**src/rtl/rbs_pkg.sv**
```systemverilog
package rbs_pkg;
  // clock cycles taken by a burst (two beats per clock)
  localparam int unsigned SHORT_CYC = 2;
  localparam int unsigned LONG_CYC  = 4;

  typedef enum logic {
    BURST_SHORT = 1'b0,
    BURST_LONG  = 1'b1
  } burst_e;
endpackage

```
**src/rtl/rbs_window_gen.sv**
```systemverilog
module rbs_window_gen
  import rbs_pkg::*;
#(
  parameter int CL_W   = 4,
  parameter int CL_MIN = 3,
  parameter int CL_MAX = 12,
  parameter int DEPTH  = 16
) (
  input  logic [CL_W-1:0]  cas_lat,
  input  logic             burst_sel,
  output logic [DEPTH-1:0] win
);
  localparam int IW_A = CL_W + 2;
  localparam int IW_B = $clog2(DEPTH) + 1;
  localparam int IW   = (IW_A > IW_B) ? IW_A : IW_B;

  logic [CL_W-1:0] cl_eff;
  logic [IW-1:0]   lo;
  logic [IW-1:0]   hi;
  burst_e          kind;

  always_comb begin
    if (cas_lat < CL_W'(CL_MIN))      cl_eff = CL_W'(CL_MIN);
    else if (cas_lat > CL_W'(CL_MAX)) cl_eff = CL_W'(CL_MAX);
    else                              cl_eff = cas_lat;
  end

  assign kind = burst_e'(burst_sel);

  // slot 0 after the sampling edge is cycle r+1, so first data sits at L-1
  always_comb begin
    lo = IW'(cl_eff) - IW'(1);
    hi = lo + ((kind == BURST_LONG) ? IW'(LONG_CYC) : IW'(SHORT_CYC));
  end

  for (genvar i = 0; i < DEPTH; i++) begin : g_slot
    assign win[i] = (IW'(i) >= lo) && (IW'(i) < hi);
  end
endmodule

```
**src/rtl/rbs_timeline.sv**
```systemverilog
module rbs_timeline #(
  parameter int DEPTH = 16
) (
  input  logic             clk,
  input  logic             rst_n,
  input  logic             load,
  input  logic [DEPTH-1:0] win,
  output logic             now,
  output logic             soon
);
  logic [DEPTH-1:0] slot_q;
  logic [DEPTH-1:0] slot_d;

  always_comb begin
    slot_d = {1'b0, slot_q[DEPTH-1:1]};
    if (load) slot_d = slot_d | win;
  end

  always_ff @(posedge clk or negedge rst_n) begin
    if (!rst_n) slot_q <= '0;
    else        slot_q <= slot_d;
  end

  assign now  = slot_q[0];
  assign soon = slot_q[1];
endmodule

```
**src/rtl/rbs_bus_ctrl.sv**
```systemverilog
module rbs_bus_ctrl (
  input  logic clk,
  input  logic rst_n,
  input  logic now,
  input  logic soon,
  input  logic rd_cmd,
  input  logic dterm_off,
  output logic term_en,
  output logic bus_hi,
  output logic pre_ok
);
  logic was_q, was_d;
  logic rd_q, rd_d;

  always_comb begin
    was_d = now;
    rd_d  = rd_cmd;
  end

  always_ff @(posedge clk or negedge rst_n) begin
    if (!rst_n) begin
      was_q <= 1'b0;
      rd_q  <= 1'b0;
    end else begin
      was_q <= was_d;
      rd_q  <= rd_d;
    end
  end

  assign term_en = ~(now | soon | was_q | dterm_off);
  assign bus_hi  = was_q & ~now;
  assign pre_ok  = ~rd_q;
endmodule

```
**src/rtl/rd_burst_seq.sv**
```systemverilog
module rd_burst_seq
  import rbs_pkg::*;
#(
  parameter int CL_W   = 4,
  parameter int CL_MIN = 3,
  parameter int CL_MAX = 12
) (
  input  logic            clk,
  input  logic            rst_n,
  input  logic            rd_cmd,
  input  logic            burst_sel,
  input  logic [CL_W-1:0] cas_lat,
  input  logic            dterm_off,
  output logic            data_valid,
  output logic            term_en,
  output logic            bus_hi,
  output logic            pre_ok
);
  localparam int DEPTH = CL_MAX + LONG_CYC;

  logic [DEPTH-1:0] win;
  logic             now, soon;

  rbs_window_gen #(.CL_W(CL_W), .CL_MIN(CL_MIN), .CL_MAX(CL_MAX), .DEPTH(DEPTH)) u_win (
    .cas_lat   (cas_lat),
    .burst_sel (burst_sel),
    .win       (win)
  );

  rbs_timeline #(.DEPTH(DEPTH)) u_tl (
    .clk   (clk),
    .rst_n (rst_n),
    .load  (rd_cmd),
    .win   (win),
    .now   (now),
    .soon  (soon)
  );

  rbs_bus_ctrl u_bus (
    .clk       (clk),
    .rst_n     (rst_n),
    .now       (now),
    .soon      (soon),
    .rd_cmd    (rd_cmd),
    .dterm_off (dterm_off),
    .term_en   (term_en),
    .bus_hi    (bus_hi),
    .pre_ok    (pre_ok)
  );

  assign data_valid = now;
endmodule

```
**config.mk**
```make
export PLATFORM = sky130hd
export DESIGN_NAME = rd_burst_seq
export DESIGN_NICKNAME = d
export VERILOG_FILES = /design/src/rtl/rbs_pkg.sv /design/src/rtl/rbs_window_gen.sv /design/src/rtl/rbs_timeline.sv /design/src/rtl/rbs_bus_ctrl.sv /design/src/rtl/rd_burst_seq.sv
export SDC_FILE = /design/constraint.sdc
export NUM_CORES = 1
export LEC_CHECK = 0
export ABC_AREA = 0
export BUFFER_PORTS_ARGS = -buffer_cell sky130_fd_sc_hd__buf_2
export CAP_MARGIN = 15
export CORE_UTILIZATION = 52
export DETAILED_ROUTE_END_ITERATION = 8
export PLACE_DENSITY = 0.76
export RECOVER_POWER = 100
export SYNTH_ARGS = -nofsm -noshare
export SYNTH_HDL_FRONTEND = slang
export SYNTH_SLANG_ARGS = --single-unit
```
**constraint.sdc**
```tcl
create_clock -name clk -period 0.8 [get_ports clk]
set_clock_uncertainty 0.1 [all_clocks]
set_input_delay 0.16 -clock clk [delete_from_list [all_inputs] [get_ports clk]]
set_output_delay 0.16 -clock clk [all_outputs]
set_load 0.005 [all_outputs]
```
==> flow_summary.yaml, run 1 <==
setup_path:
  path_cells: "buf_12 -> nor2_4 -> o21ai_4 -> ha_4 -> inv_4 -> ha_4 -> inv_4 -> fa_2 -> xnor2_4 -> o21ai_1 -> a41o_1"
  crit_fanout: 7
  critPathTopFamily: "adder cells"
  end_kind: "flip-flop"
  startpoint_type: "input port"
  max_stage_delay_ps: 440
  criticalPathCategory: "in2reg"
  slowest_stage: "fa_2"
  critPathBufInv: 3
  required_ps: 890
  critPathArrivalTime_ps: 2180
clock_network:
  cts.clk_slew.worst_paths_ps: 100
  cts.htree.levels: 1
  cts_root_buf: "clkbuf_4"
  cts_num_sinks: 18
  clkLatencyLatePin_ps: 300
  cts_inserted_buffers: 3
  cts_buffer_depth: 2
  cts_tree: "done"
sta:
  clock.fmax_mhz: 479
  post-route-period-util: 2.61
  finalMaxSlewViolations: 0
  hold_viol_final: 0
  timing.hold.ws_ps: 82.1
  setup_slack_ps: -1290
  worst_pin_slew_ps: 570
  slew_headroom: 0.619
  rsz0062_at_grt: "true"
  fin_crit_ps: 2090
  setup_viol: 20
routing:
  wl_um: 4460
  wl_per_cell_um: 20.6
  vias: 1379
  viasPerCell: 6.35
  drtIter0Drc: 79
  post-route-drc-count: 0
  antenna_left: 0
  first_pass_iters: 4
power:
  power.share.switching: 0.370
  power_frac_comb: 0.528
  power_frac_seq: 0.359
  p_leak_nw: 0.886
  cellPowerDensity_nw_per_um2: 2060
  totalPowerFinal_mw: 4.03
  irDropWorstVdd_v: 0.00188
  switchingPower_mw: 1.49
  clkPwrFrac: 0.114
  intPower_mw: 2.54
die:
  fp.dieW_um: 51.0
  die_h_um: 51.0
  fp-row-count: 17
  ios: 13
  coreArea_um2: 2230
  start_util: 0.560
  die-area_um2: 2600
global_routing:
  grt_pass1_vias: 1333
  grt_overflow: 0
  grt_start_max_net_pins: 19
  antenna_found_initial: 0
  grt_pass1_wl_um: 6420
  grt_use_total: 0.344
place:
  pre_cts_slack_ps: -1580
  place_congestion: 1.00
  io_buffers: 12
  dp_hpwl_um: 2650
job:
  maxCapViolCount: 0
synth:
  avgSynthCellArea_um2: 9.26
  synth-seq-area-share: 0.360
  ys_ff_latch: 18
  syn_nets: 150
  ys_warn_count: 0
  syn_area_um2: 1250
  yosysUniqueCellTypes: 46
  syn_inst: 135
finish:
  drive_above_1_share: 0.513
  postLayoutCoreUtil: 0.878
  nNetsFinal: 206
  antennaDiodeCount: 0
  area_growth_pct: 57.0
status:
  status: "finished with violations"
  violations: "negative setup slack"
worst_hold_path:
  hold_path.class: "in2reg"
[kinds of logic after synthesis]
family                   share of synthesized area
adder cells (fa/ha/maj)                     0.0661
AO/OA/AOI/OAI                                0.327
flip-flops                                   0.360
AND/OR/NAND/NOR                              0.160
buffers and inverters                       0.0661
XOR/XNOR                                    0.0200
[worst reg2reg max path, cell delays in order (launching register included)]
cell,delay [ps]
dfrtp_1,400
buf_4,130
buf_4,120
buf_4,120
nor2_1,130
a21oi_2,70
[synthesized netlist by cell type, drive strengths merged]
cell,n,share of area
dfrtp,18,0.36
inv,12,0.036
nand2,12,0.036
a21oi,10,0.040
o21ai,9,0.036
nor2,8,0.026
a31o,5,0.035
ha,5,0.050
o21bai,5,0.030
a21o,4,0.024
a31oi,4,0.032
buf,4,0.021
o31ai,4,0.039
a2bb2oi,3,0.021
clkbuf,3,0.0090
a21boi,2,0.012
a221oi,2,0.014
a41o,2,0.016
nor3b,2,0.012
nor4,2,0.010
a21bo,1,0.0080
a41oi,1,0.0070
and2b,1,0.0060
and4b,1,0.0080
fa,1,0.016
nand2b,1,0.0050
nand3,1,0.0040
nand3b,1,0.0060
nand4b,1,0.0070
nor2b,1,0.0050
nor3,1,0.0040
o211ai,1,0.0060
o22a,1,0.0070
or2,1,0.0050
or3,1,0.0090
or3b,1,0.0090
or4b,1,0.0080
xnor2,1,0.013
xor2,1,0.0070
[metrics by stage]
step | area, um2 | setup TNS [ps] | std cells
CTS | 1810 | -19510 | 212
global placement | 1660 | -23340 | 203
global route | 1960 | -21270 | 217
floorplan | 1370 | -21780 | 135
detailed placement | 1660 | -24120 | 203
finish | 1960 | -20410 | 217
[power groups by stage]
| stage | Combinational [mW] | Sequential (mW) | Clock [mW] |
|---|---|---|---|
| global route | 2.27 | 1.47 | 0.497 |
| detailed placement | 1.54 | 1.45 | 0 |
| CTS | 1.71 | 1.43 | 0.463 |
| floorplan | 0.996 | 1.41 | 0 |
| finish | 2.13 | 1.45 | 0.458 |
| global placement | 1.50 | 1.43 | 0 |
[area by class of cell]
class | instances | area (um2)
clock buffers | 3 | 22.5
fillers | 104 | 272
inverters | 12 | 52.6
multi-input cells | 98 | 932
flip-flops and latches | 18 | 450
well taps | 28 | 35.0
repair buffers | 58 | 469
[layer usage]
metal	up-vias	global-route usage	routed length [um]
li1	602	-	-
met1	671	0.448	1780
met2	81	0.570	2120
met3	25	0.0625	392
met4	0	0.116	174
met5	-	0	0
[path summary, 6_finish.rpt]
| check | start | endpoint | slack, ps | cells after the start |
|---|---|---|---|---|
| worst max-delay path | cas_lat[3] | u_tl.slot_q[11] | -1290 | 11 |
| worst min-delay path | rd_cmd | u_bus.rd_q | 80 | 2 |
| worst max register to register | u_tl.slot_q[1] | u_tl.slot_q[0] | -380 | 5 |
| worst min register to register | u_tl.slot_q[14] | u_tl.slot_q[13] | 340 | 1 |
| max in group asynchronous | rst_n | u_tl.slot_q[11] | 210 | 2 |
| min in group asynchronous | rst_n | u_bus.rd_q | 180 | 2 |
[what timing repair did]
| item | CTS | global route |
|---|---|---|
| setup endpoints to repair | 20 | 38 |
| gates resized for setup | 16 | 22 |
| pin swaps | 12 | 16 |
| buffers inserted | 5 | 5 |
| hold buffers | 1 | 0 |
| cloned | 0 | 0 |
| hold endpoints to repair | 18 | 0 |
[cells in the final DEF, fill, tap and decap left out, types with 3 or more instances in the layout]
| master | synthesis | layout |
|---|---|---|
| a21o_1 | 4 | 3 |
| a21oi_1 | 10 | 6 |
| a21oi_2 | 0 | 4 |
| buf_12 | 0 | 3 |
| buf_2 | 3 | 7 |
| buf_4 | 0 | 41 |
| buf_6 | 1 | 4 |
| clkbuf_4 | 0 | 4 |
| dfrtp_1 | 18 | 18 |
| ha_4 | 0 | 3 |
| inv_1 | 12 | 7 |
| inv_4 | 0 | 3 |
| nand2_1 | 12 | 10 |
| nor2_1 | 7 | 4 |
| nor2_4 | 0 | 3 |
| o21ai_0 | 5 | 4 |
| o21ai_1 | 4 | 4 |
| o21bai_1 | 5 | 4 |
[state kept, by name, indices dropped and copies added (netlist names)]
name	flops
u_tl.slot_q	16
u_bus.rd_q	1
u_bus.was_q	1
No activity file was read; power rests on OpenSTA's default activity.
==> run 2, diff against run 1 <==
--- a/config.mk
+++ b/config.mk
@@ -5,13 +5,14 @@
 export SDC_FILE = /design/constraint.sdc
 export NUM_CORES = 1
 export LEC_CHECK = 0
-export ABC_AREA = 0
+export ABC_AREA = 1
 export BUFFER_PORTS_ARGS = -buffer_cell sky130_fd_sc_hd__buf_2
 export CAP_MARGIN = 15
 export CORE_UTILIZATION = 52
 export DETAILED_ROUTE_END_ITERATION = 8
-export PLACE_DENSITY = 0.76
+export PLACE_DENSITY = 0.75
 export RECOVER_POWER = 100
 export SYNTH_ARGS = -nofsm -noshare
 export SYNTH_HDL_FRONTEND = slang
+export SYNTH_HIERARCHICAL = 1
 export SYNTH_SLANG_ARGS = --single-unit
==> run 2 against run 1 <==
Compared with the run above: combinational power is 13% lower; count of clock-buffer cells in the layout stayed put; die area is 2.8% higher; sequential power fell by 16%; worst setup slack got worse by 140 ps; critical endpoint is now u_tl/slot_q[4]; the run still ends with negative setup slack left; non-clock buffer count increased by 6; first-iteration DRC count increased by 6.3%; maximum frequency shrank 6.4%.
==> flow_summary.yaml, run 2 <==
status:
  status: "finished with violations"
  violations: "negative setup slack"
finish:
  largest-register: "u_tl/slot_q"
  final_cell_mix: "54 x nand2_1, 48 x buf_4, 30 x inv_1, 18 x dfrtp_1"
  antennaDiodeCount: 0
  layout_commonest_cell: "nand2_1"
  nNetsFinal: 275
  top_regs: "u_tl/slot_q x16, u_bus/rd_q x1, u_bus/was_q x1"
  postLayoutCoreUtil: 0.894
  area_growth_pct: 58.2
  drive_above_1_share: 0.475
  largest_reg_flops: 16
routing:
  wl_um: 5210
  vias: 1601
  first_pass_iters: 5
  drtIter0Drc: 84
  wl_per_cell_um: 18.3
  antenna_left: 0
  viasPerCell: 5.62
  post-route-drc-count: 0
synth:
  yosysTopAreaCell: "dfrtp_1"
  ys_top_cells_by_count: "67 x nand2_1, 40 x inv_1, 18 x dfrtp_1, 18 x nor2_1, 10 x nand3_1"
  synthArstFlopShare: 1.00
  synth-seq-area-share: 0.350
  ys_warn_count: 6
  synth_top_flop_cell: "dfrtp_1"
  syn_nets: 208
  synth_edf_count: 0
  avgSynthCellArea_um2: 6.70
  yosysTopAreaCellShare: 0.350
  yosysUniqueCellTypes: 18
  ys_ff_latch: 18
  syn_inst: 192
  synth.area.top_cells: "dfrtp_1 35%, nand2_1 20%, inv_1 12%"
  syn_area_um2: 1290
  yosysMostFrequentCell: "nand2_1"
place:
  place_congestion: 0.877
  dp_hpwl_um: 2680
  io_buffers: 12
clock_network:
  cts.clk_slew.worst_paths_ps: 100
  cts_root_buf: "clkbuf_4"
  cts_num_sinks: 18
  clkLatencyLatePin_ps: 290
  cts_inserted_buffers: 3
  cts_tree: "done"
  cts.htree.levels: 1
  cts_buffer_depth: 2
power:
  irDropWorstVdd_v: 0.00203
  p_leak_nw: 1.14
  cellPowerDensity_nw_per_um2: 1730
worst_hold_path:
  hold_path.class: "in2reg"
  min-delay-start: "rd_cmd"
  holdPathStages: 1
  min_to: "u_bus/rd_q"
setup_path:
  end_kind: "flip-flop"
  startpoint_type: "input port"
  rr_worst_depth: 1
  required_ps: 930
  rr_endpoint: "u_bus/was_q"
  critPathArrivalTime_ps: 2370
  r2r_slack_ps: 40
  criticalPathCategory: "in2reg"
  r2r-start: "u_tl/slot_q[0]"
  crit_fanout: 5
die:
  ios: 13
  die_h_um: 51.7
  start_util: 0.565
  coreArea_um2: 2280
  die-area_um2: 2680
  fp.dieW_um: 51.7
  fp-row-count: 17
sta:
  worst_pin_slew_ps: 424
  slew_headroom: 0.716
  setup_slack_ps: -1430
  rsz0062_at_grt: "true"
  setup_viol: 20
  finalMaxSlewViolations: 0
  fin_crit_ps: 2230
  timing.hold.ws_ps: 81.8
  clock.fmax_mhz: 448
  post-route-period-util: 2.79
  hold_viol_final: 0
global_routing:
  grt_pass1_wl_um: 6580
  grt_overflow: 0
  grt_start_max_net_pins: 19
  grt_use_total: 0.349
  grt_pass1_vias: 1460
  antenna_found_initial: 0
job:
  maxCapViolCount: 0
run 2: worst max path at each step:
stage                          start              end  slack [ps]  cells past startpoint
after floorplan           cas_lat[2]   u_tl/slot_q[2]       -1310                     13
after global placement    cas_lat[2]   u_tl/slot_q[8]       -1600                     14
after detailed placement  cas_lat[2]  u_tl/slot_q[13]       -1640                     18
after CTS                 cas_lat[3]  u_tl/slot_q[13]       -1200                     18
after global routing      cas_lat[2]   u_tl/slot_q[4]       -1520                     16
final                     cas_lat[2]   u_tl/slot_q[4]       -1430                     16
run 2: cells by family (layout without fill, tap and decap cells):
logic type	Yosys count	count (layout)	share of synthesized area
AND/OR/NAND/NOR	106	106	0.356
buffers and inverters	43	108	0.144
AO/OA/AOI/OAI	18	18	0.0759
flip-flops	18	18	0.350
adder cells (fa/ha/maj)	7	7	0.0739
run 2: timing repair:
item,4_1_cts,5_1_grt
gates cloned,0,0
setup endpoints to repair,20,20
endpoints found under the hold margin,18,0
hold buffers,1,0
pin swaps,17,19
resized for setup,22,16
buffers inserted,16,4
run 2: metal layers:
layer  part of all wire  global-route usage  vias up  routed length (um)
li1                   -                   -      707                   -
met1               0.34               0.400      739                1790
met2               0.50               0.621      106                2620
met3              0.086              0.0673       49                 447
met4              0.068               0.162        0                 356
met5                  0                   0        -                   0
run 2: area by class of cell:
cell class | count | area [um2]
fillers | 107 | 241
repair buffers | 64 | 500
well taps | 28 | 35.0
inverters | 41 | 161
flip-flops and latches | 18 | 450
multi-input cells | 131 | 865
clock buffers | 3 | 22.5
run 2: report_power, final:
group          internal, mW  switching [mW]
Combinational         0.774            1.09
Clock                 0.175           0.258
Sequential             1.12          0.0927
run 2: metrics by stage:
step                      instances  power, mW  instance area [um2]  setup TNS, ps  setup WS, ps
after global routing            285       3.69                 2030         -22730         -1520
after global placement          261       2.48                 1720         -24040         -1600
after detailed placement        261       2.55                 1720         -24820         -1640
after CTS                       281       3.17                 1950         -19540         -1200
final                           285       3.51                 2030         -21840         -1430
after floorplan                 192       2.06                 1420         -19350         -1310
run 2: worst max-delay path, cell delays in order:
cell,delay [ps]
buf_12,120
nor2_4,170
inv_2,70
nand2_4,100
ha_4,210
inv_4,70
ha_4,130
inv_2,40
fa_2,650
inv_4,90
buf_6,120
nand3_2,60
nor2_1,40
nor2_1,160
nand2_2,90
nand2_1,90
